### config.mk
export PLATFORM = sky130hd
export DESIGN_NAME = gc_cmd_decoder
export DESIGN_NICKNAME = d
export VERILOG_FILES = /design/src/rtl/gc_pkg.sv /design/src/rtl/gc_arm_fsm.sv /design/src/rtl/gc_cmd_map.sv /design/src/rtl/gc_status_reg.sv /design/src/rtl/gc_cmd_decoder.sv
export SDC_FILE = /design/constraint.sdc
export NUM_CORES = 1
export LEC_CHECK = 0
export ABC_AREA = 1
export CAP_MARGIN = 20
export CORE_AREA = 3 3 40 42
export CTS_CLUSTER_SIZE = 10
export DETAILED_ROUTE_END_ITERATION = 10
export DIE_AREA = 0 0 43 45
export PLACE_DENSITY = 0.65
export SYNTH_ARGS = -nofsm -noshare
export SYNTH_HDL_FRONTEND = slang
export SYNTH_HIERARCHICAL = 1
export SYNTH_SLANG_ARGS = --single-unit
### constraint.sdc
create_clock -name clk -period 1.6 [get_ports clk]
set_input_delay 0.48 -clock clk [delete_from_list [all_inputs] [get_ports clk]]
set_output_delay 0.48 -clock clk [all_outputs]
set_load 0.05 [all_outputs]
### src/rtl/gc_pkg.sv
package gc_pkg;

  typedef enum logic [1:0] {
    GC_IDLE     = 2'd0,
    GC_ARMED    = 2'd1,
    GC_WAIT_CMD = 2'd2
  } gc_state_e;

  typedef enum logic [1:0] {
    GCID_NONE  = 2'd0,
    GCID_RESET = 2'd1,
    GCID_CMD2  = 2'd2,
    GCID_OTHER = 2'd3
  } gc_id_e;

  typedef struct packed {
    logic   fire;
    logic   reset_req;
    gc_id_e id;
  } gc_event_t;

endpackage

### src/rtl/gc_arm_fsm.sv
module gc_arm_fsm
  import gc_pkg::*;
#(
  parameter int unsigned       DATA_W       = 8,
  parameter logic [DATA_W-1:0] GC_ADDR_BASE = '0
) (
  input  logic              clk,
  input  logic              rst_n,
  input  logic              bus_start,
  input  logic              bus_stop,
  input  logic              take,
  input  logic              first,
  input  logic [DATA_W-1:0] data,
  output logic              waiting,
  output logic              addr_base,
  output logic              cmd_take
);

  localparam int unsigned HI = DATA_W - 1;

  gc_state_e state_q, state_d;
  logic      base_q;
  logic      load_addr;
  logic      addr_match;
  logic      addr_is_base;

  // the two broadcast addresses differ only in the lowest bit
  assign addr_match   = (data[HI:1] == GC_ADDR_BASE[HI:1]);
  assign addr_is_base = (data[0] == GC_ADDR_BASE[0]);

  always_comb begin
    state_d   = state_q;
    load_addr = 1'b0;
    cmd_take  = 1'b0;
    if (bus_stop) begin
      state_d = GC_IDLE;
    end else if (bus_start) begin
      state_d = GC_ARMED;
    end else if (take) begin
      unique case (state_q)
        GC_ARMED: begin
          if (first && addr_match) begin
            state_d   = GC_WAIT_CMD;
            load_addr = 1'b1;
          end else begin
            state_d = GC_IDLE;
          end
        end
        GC_WAIT_CMD: begin
          cmd_take = 1'b1;
          state_d  = GC_IDLE;
        end
        default: state_d = GC_IDLE;
      endcase
    end
  end

  always_ff @(posedge clk or negedge rst_n) begin
    if (!rst_n) begin
      state_q <= GC_IDLE;
      base_q  <= 1'b0;
    end else begin
      state_q <= state_d;
      if (load_addr) base_q <= addr_is_base;
    end
  end

  assign waiting   = (state_q == GC_WAIT_CMD);
  assign addr_base = base_q;

endmodule

### src/rtl/gc_cmd_map.sv
module gc_cmd_map
  import gc_pkg::*;
#(
  parameter int unsigned       DATA_W    = 8,
  parameter logic [DATA_W-1:0] CMD_RESET = 8'h06,
  parameter logic [DATA_W-1:0] CMD_ID2   = 8'h04
) (
  input  logic              cmd_take,
  input  logic              addr_base,
  input  logic [DATA_W-1:0] cmd,
  output gc_event_t         evt
);

  always_comb begin
    evt.fire      = cmd_take;
    evt.reset_req = 1'b0;
    evt.id        = GCID_OTHER;
    if (addr_base) begin
      if (cmd == CMD_RESET) begin
        evt.id        = GCID_RESET;
        evt.reset_req = cmd_take;
      end else if (cmd == CMD_ID2) begin
        evt.id = GCID_CMD2;
      end
    end
  end

endmodule

### src/rtl/gc_status_reg.sv
module gc_status_reg
  import gc_pkg::*;
(
  input  logic      clk,
  input  logic      rst_n,
  input  gc_event_t evt,
  input  logic      clr,
  output logic      status,
  output gc_id_e    id,
  output logic      reset_pulse
);

  always_ff @(posedge clk or negedge rst_n) begin
    if (!rst_n) begin
      status      <= 1'b0;
      id          <= GCID_NONE;
      reset_pulse <= 1'b0;
    end else begin
      reset_pulse <= evt.fire && evt.reset_req;
      if (evt.fire) begin
        status <= 1'b1;
        id     <= evt.id;
      end else if (clr) begin
        status <= 1'b0;
        id     <= GCID_NONE;
      end
    end
  end

endmodule

### src/rtl/gc_cmd_decoder.sv
module gc_cmd_decoder
  import gc_pkg::*;
#(
  parameter int unsigned       DATA_W       = 8,
  parameter logic [DATA_W-1:0] GC_ADDR_BASE = '0,
  parameter logic [DATA_W-1:0] CMD_RESET    = 8'h06,
  parameter logic [DATA_W-1:0] CMD_ID2      = 8'h04
) (
  input  logic              clk,
  input  logic              rst_n,
  input  logic              rx_valid,
  output logic              rx_ready,
  input  logic [DATA_W-1:0] rx_data,
  input  logic              rx_first,
  input  logic              bus_start,
  input  logic              bus_stop,
  input  logic              status_clr,
  output logic              gc_status,
  output logic [1:0]        gc_id,
  output logic              if_reset_pulse,
  output logic              ack_hint
);

  logic      take;
  logic      waiting;
  logic      addr_base;
  logic      cmd_take;
  gc_event_t evt;
  gc_id_e    id_q;

  assign rx_ready = 1'b1;
  assign take     = rx_valid && rx_ready;

  gc_arm_fsm #(
    .DATA_W      (DATA_W),
    .GC_ADDR_BASE(GC_ADDR_BASE)
  ) i_fsm (
    .clk      (clk),
    .rst_n    (rst_n),
    .bus_start(bus_start),
    .bus_stop (bus_stop),
    .take     (take),
    .first    (rx_first),
    .data     (rx_data),
    .waiting  (waiting),
    .addr_base(addr_base),
    .cmd_take (cmd_take)
  );

  gc_cmd_map #(
    .DATA_W   (DATA_W),
    .CMD_RESET(CMD_RESET),
    .CMD_ID2  (CMD_ID2)
  ) i_map (
    .cmd_take (cmd_take),
    .addr_base(addr_base),
    .cmd      (rx_data),
    .evt      (evt)
  );

  gc_status_reg i_stat (
    .clk        (clk),
    .rst_n      (rst_n),
    .evt        (evt),
    .clr        (status_clr),
    .status     (gc_status),
    .id         (id_q),
    .reset_pulse(if_reset_pulse)
  );

  assign gc_id    = id_q;
  assign ack_hint = waiting;

endmodule

==> flow_summary_export.csv, run 1 <==
group,metric,value,unit
timing,rsz0062_at_grt,"false",
clocking,cts_buffers,3,
setup_path,cp.required,1.12,ns
yosys,synth_area_leaders,"dfrtp_1, nand2_1, nor2_2",
yosys,synth.distinct_cells,13,
power,power.total,0.0004090,W
floorplanning,dieArea,0.001935,mm²
power,vdd_drop_max,294.1,µV
drt,avgRoutedWirePerCell,8.735,µm
timing,final_max_slew_viol_count,0,
drt,vias_per_cell,4.388,
layout,final_nets,99,
timing,holdWs,0.4831,ns
run,max-cap-violations,0,
place,io_buffer_count,19,
drt,drc_errors,0,
global_routing,met3_usage,0.02390,
yosys,synthArstFlopShare,1.000,
floorplanning,coreArea,0.001285,mm²
setup_path,critPathMaxFanout,4,
layout,final_util,0.5492,
place,post-place-ws,-0.1986,ns
setup_path,critPathKind,"register to primary output",
timing,layout_setup_ws,0.09090,ns
floorplanning,row_count,13,
clocking,cts.path.max_buffers,2,
global_routing,grt_pass1_wl,1.428,mm
global_routing,grt_pass1_vias,381,
yosys,synth.avg_cell_area,6.923,µm²
drt,drt-initial-drc-count,8,
global_routing,antenna_found_initial,0,
timing,period_share,0.9432,
timing,hold_viol_final,0,
drt,vias,430,
global_routing,use_met2,0.1796,
layout,n_antenna_cell,0,
global_routing,grtUsageMet1,0.09877,
yosys,yosys_warnings,6,
clocking,insertion_delay,0.25,ns
clocking,path_clk_slew,0.06,ns
setup_path,start_kind,"register",
floorplanning,die_w,43,µm
floorplanning,die_y,45,µm
global_routing,grt-busiest-layer,"met2",
layout,multiInputGateArea,196.4,µm²
setup_path,crit_path_end_kind,"primary output",
yosys,synthCells,60,
drt,routed_wl,856,µm
clocking,cts.sinks,7,
global_routing,track_usage,0.1016,
yosys,netlist.top_cell.by_area,"dfrtp_1",
yosys,synth.most_common_cell,"nand2_1",
timing,report.final.setup_viol,0,
layout,fillCellCount,133,
drt,dr.pass1.iters,4,
drt,antenna_left,0,
yosys,synth_edf_count,0,
yosys,synthesis.nets,75,
timing,fin_tns_setup,0,ns
clocking,h-tree-depth,1,
global_routing,grt_max_degree,8,
clocking,hold_buffers,0,
place,gp_congestion,0.7386,
yosys,yosys-top-cells-count,"nand2_1, inv_1, dfrtp_1, nor2_1, nor2_2",
timing,min_period,1.509,ns
yosys,synth_top_area_frac,0.4217,
yosys,syn_area,415.4,µm²
layout,area_delta_synth_final,69.88,%
clocking,cts_root_buffer,"clkbuf_4",
layout,ff_latch_area,175.2,µm²
global_routing,gr-total-overflow,0,
timing,fmax,662.6,MHz
power,p_per_area,579.5,mW/mm²
clocking,cts_tree,"built",
setup_path,worstPathArrival,1.03,ns
yosys,synthFlopType,"dfrtp_1",
floorplanning,start_util,0.3233,
yosys,seq_area_frac_synth,0.4217,
timing,finClkSkew,0.007004,ns
floorplanning,io_pins,21,
status,status,"finished, final reports clean",
yosys,ys_ff_latch,7,
hold_path,min_path_type,"register to register",
layout,drive_above_1_share,0.2289,
place,hpwl,733.5,µm
power,power.leakage,0.3322,nW
-- registers in the layout, indices dropped and copies added (netlist names) --
name	count
i_fsm/state_q	2
i_stat/id	2
i_fsm/addr_base	1
i_stat/reset_pulse	1
i_stat/status	1
-- through the flow --
step / instances / instance area [µm²]
final: 98 / 705.7
after global routing: 98 / 705.7
after CTS: 98 / 700.7
after detailed placement: 94 / 674.4
after global placement: 94 / 674.4
after floorplan: 60 / 415.4
-- where the power goes --
| part | switching, W | leakage, nW | internal, W |
|---|---|---|---|
| Clock | 0.0000653 | 0.0150 | 0.0000952 |
| Sequential | 0.00000201 | 0.0966 | 0.000179 |
| Combinational | 0.0000294 | 0.221 | 0.0000382 |
| Total | 0.0000967 | 0.332 | 0.000312 |
-- cells by family (layout without fill, tap and decap cells) --
kind of cell | after synthesis | after routing | share of synthesized area
AND/OR/NAND/NOR | 40 | 40 | 0.4398
buffers and inverters | 11 | 34 | 0.1175
flip-flops | 7 | 7 | 0.4217
other | 1 | 1 | 0.009027
AO/OA/AOI/OAI | 1 | 1 | 0.01204
-- worst paths after layout --
check | startpoint | to | slack [ns] | depth (start not counted)
max in group asynchronous | rst_n | i_stat/reset_pulse | 0.86 | 1
min reg2reg | i_fsm/addr_base | i_fsm/addr_base | 0.48 | 2
min | i_fsm/addr_base | i_fsm/addr_base | 0.48 | 2
max reg2reg | i_fsm/state_q[0] | i_stat/status | 0.55 | 5
min in group asynchronous | rst_n | i_stat/id[1] | 0.49 | 1
max | i_fsm/state_q[0] | ack_hint | 0.09 | 2
-- layout make-up --
cell class / count / share of cell area
repair buffers: 21 / 0.3617
multi-input cells: 42 / 0.2784
flip-flops and latches: 7 / 0.2482
inverters: 9 / 0.04787
clock buffers: 4 / 0.03723
well taps: 15 / 0.02660
-- critical path, cell delays in order, from the launching register on --
cell     delay (ns)
dfrtp_1        0.41
nor2_1         0.21
buf_12         0.17
-- layer usage --
metal  share of wire  up-vias
met3           0.063        2
met1            0.40      188
met2            0.51       15
met4           0.026        0
met5               0        -
li1                -      225
-- cell usage in the layout, fill, tap and decap left out, types with 2 or more instances in the layout --
| cell | Yosys | final |
|---|---|---|
| buf_12 | 0 | 5 |
| buf_4 | 2 | 2 |
| clkbuf_4 | 0 | 3 |
| clkdlybuf4s50_1 | 0 | 14 |
| dfrtp_1 | 7 | 7 |
| inv_1 | 9 | 9 |
| nand2_1 | 17 | 17 |
| nand3_1 | 4 | 4 |
| nor2_1 | 7 | 7 |
| nor2_2 | 7 | 7 |
-- repair_timing --
| item | 4_1_cts | 5_1_grt |
|---|---|---|
| resized for setup | 0 | 1 |
| endpoints found under the setup margin | 0 | 4 |
| setup buffers | 0 | 0 |
Power figures use the tool's default switching activity.
==> inputs of run 2 (changes only) <==
==> constraint.sdc (replaced) <==
create_clock -name clk -period 1.65 [get_ports clk]
set_input_delay 0.495 -clock clk [delete_from_list [all_inputs] [get_ports clk]]
set_output_delay 0.495 -clock clk [all_outputs]
set_load 0.05 [all_outputs]
==> results of run 2 <==
Same layout as run 1 (identical final DEF). Status: finished, final reports clean.
Among the figures that moved: setup slack after placement -0.1986 ns -> -0.1636 ns; setup slack after layout 0.09090 ns -> 0.1259 ns; register-to-register setup slack 0.55 ns -> 0.60 ns; total power 0.0004090 W -> 0.0003966 W; worst IR drop on VDD 294.1 µV -> 285.2 µV
==> inputs of run 3 (changes only) <==
--- a/config.mk
+++ b/config.mk
@@ -11,7 +11,8 @@
 export CTS_CLUSTER_SIZE = 10
 export DETAILED_ROUTE_END_ITERATION = 10
 export DIE_AREA = 0 0 43 45
-export PLACE_DENSITY = 0.65
+export PLACE_DENSITY = 0.63
+export REMOVE_ABC_BUFFERS = 1
 export SYNTH_ARGS = -nofsm -noshare
 export SYNTH_HDL_FRONTEND = slang
 export SYNTH_HIERARCHICAL = 1
==> run 3 against run 2 <==
Combinational power shrank 0.6%. Register-to-register slack lost 0.02 ns. Clock power barely moved. Count of clock-buffer cells in the layout stayed put.
==> flow_summary_export.csv, run 3 (same netlist as run 1, synthesis figures left out) <==
group,metric,value,unit
floorplanning,row_count,13,
timing,fin_tns_setup,0,ns
setup_path,r2r-start,"i_fsm/state_q[0]",
timing,holdWs,0.4812,ns
power,power.leakage,0.3322,nW
setup_path,cp.required,1.15,ns
drt,routed_wl,856,µm
timing,finClkSkew,0.001389,ns
timing,hold_viol_final,0,
clocking,cts_root_buffer,"clkbuf_4",
setup_path,start_kind,"register",
layout,drive_above_1_share,0.2289,
layout,n_antenna_cell,0,
global_routing,grt_pass1_vias,387,
status,status,"finished, final reports clean",
layout,mostFrequentLayoutCells,"nand2_1, clkdlybuf4s50_1, inv_1",
hold_path,min_path_type,"register to register",
setup_path,cp_slowest_cell,"dfrtp_1",
global_routing,antenna_found_initial,0,
setup_path,worstPathCellList,"nor2_1 -> buf_12",
floorplanning,start_util,0.3233,
drt,drc_errors,0,
layout,stdcell_count,98,
setup_path,critPathBufInv,1,
setup_path,path_delay_family,"flip-flops",
place,dpl.cell_count,94,
clocking,cts_buffers,3,
clocking,cts_tree,"built",
layout,reg_top3,"i_fsm/state_q (2), i_stat/id (2)",
place,io_buffer_count,19,
clocking,hold_buffers,0,
floorplanning,dieArea,0.001935,mm²
clocking,cts_resized,0,
clocking,cts_setup_buffers,0,
drt,drt-initial-drc-count,4,
floorplanning,die_w,43,µm
global_routing,gr-total-overflow,0,
place,placed_cell_area,674.4,µm²
run,max-cap-violations,0,
hold_path,min-delay-start,"i_fsm/addr_base",
power,p_per_area,559.3,mW/mm²
clocking,cts.sinks,7,
timing,report.final.setup_viol,0,
setup_path,setup.worst_path.start,"i_fsm/state_q[0]",
drt,dr.pass1.iters,3,
layout,final_nets,99,
clocking,h-tree-depth,1,
place,gp_congestion,0.7104,
timing,final_max_slew_viol_count,0,
layout,layout_commonest_cell,"nand2_1",
global_routing,grt_pass1_wl,1.414,mm
global_routing,grt_max_degree,8,
floorplanning,io_pins,21,
setup_path,critPathMaxFanout,4,
setup_path,max_stage_delay,0.43,ns
place,post-place-ws,-0.1373,ns
timing,layout_setup_ws,0.1051,ns
setup_path,worstPathArrival,1.05,ns
drt,vias_per_cell,4.184,
setup_path,crit_path_end_kind,"primary output",
drt,vias,410,
clocking,path_clk_slew,0.05,ns
drt,avgRoutedWirePerCell,8.735,µm
layout,fillCellCount,122,
layout,final_area,705.7,µm²
timing,rsz0062_at_grt,"false",
setup_path,critPathKind,"register to primary output",
global_routing,track_usage,0.1031,
timing,fmax,647.3,MHz
floorplanning,coreArea,0.001285,mm²
floorplanning,die_y,45,µm
clocking,insertion_delay,0.25,ns
layout,area_delta_synth_final,69.88,%
timing,period_share,0.9363,
drt,antenna_left,0,
place,hpwl,750.5,µm
power,vdd_drop_max,277.7,µV
clocking,cts.path.max_buffers,2,
timing,min_period,1.545,ns
run 3: cell counts in the layout (fill, tap and decap cells not counted):
No cell type changed its count.
run 3: path summary, 6_finish.rpt:
check                      cells after the start            endpoint  slack (ns)
max in group asynchronous                      1        i_stat/id[1]        0.89
min reg2reg                                    2     i_fsm/addr_base        0.48
max reg2reg                                    5  i_stat/reset_pulse        0.58
min in group asynchronous                      1       i_stat/status        0.51
max                                            2            ack_hint        0.11
min                                            2     i_fsm/addr_base        0.48
run 3: layout make-up:
type                    instances  area (µm²)  share of cell area
well taps                      15       18.77             0.02660
repair buffers                 21       255.2              0.3617
multi-input cells              42       196.4              0.2784
clock buffers                   4       26.28             0.03723
flip-flops and latches          7       175.2              0.2482
inverters                       9       33.78             0.04787
run 3: worst reg2reg max path: stages (launching register included):
cell	delay (ns)
dfrtp_1	0.43
nor3_2	0.22
inv_1	0.06
nor3_1	0.19
nand2_1	0.08
inv_1	0.05
run 3: per-layer routing:
layer  track usage  part of all wire  routed length (µm)  vias to the layer above
li1              -                 -                   -                      224
met4        0.1084             0.011                   9                        0
met1        0.1007              0.40                 346                      170
met5             0                 0                   0                        -
met3       0.02789             0.088                  75                        2
met2        0.1707              0.50                 424                       14
run 3: power by group:
part,switching (W),internal (W),leakage (nW),total [W]
combinational,0.0000281,0.0000370,0.221,0.0000651
sequential,0.00000242,0.000174,0.0966,0.000176
clock,0.0000614,0.0000922,0.0150,0.000154
total,0.0000919,0.000303,0.332,0.000395
run 3: stage by stage:
step,power [W],utilization
3_5_place_dp,0.0002443,0.5248
5_1_grt,0.0004182,0.5492
6_report,0.0003947,0.5492
4_1_cts,0.0004050,0.5453
3_3_place_gp,0.0002435,0.5248
2_1_floorplan,0.0001979,-
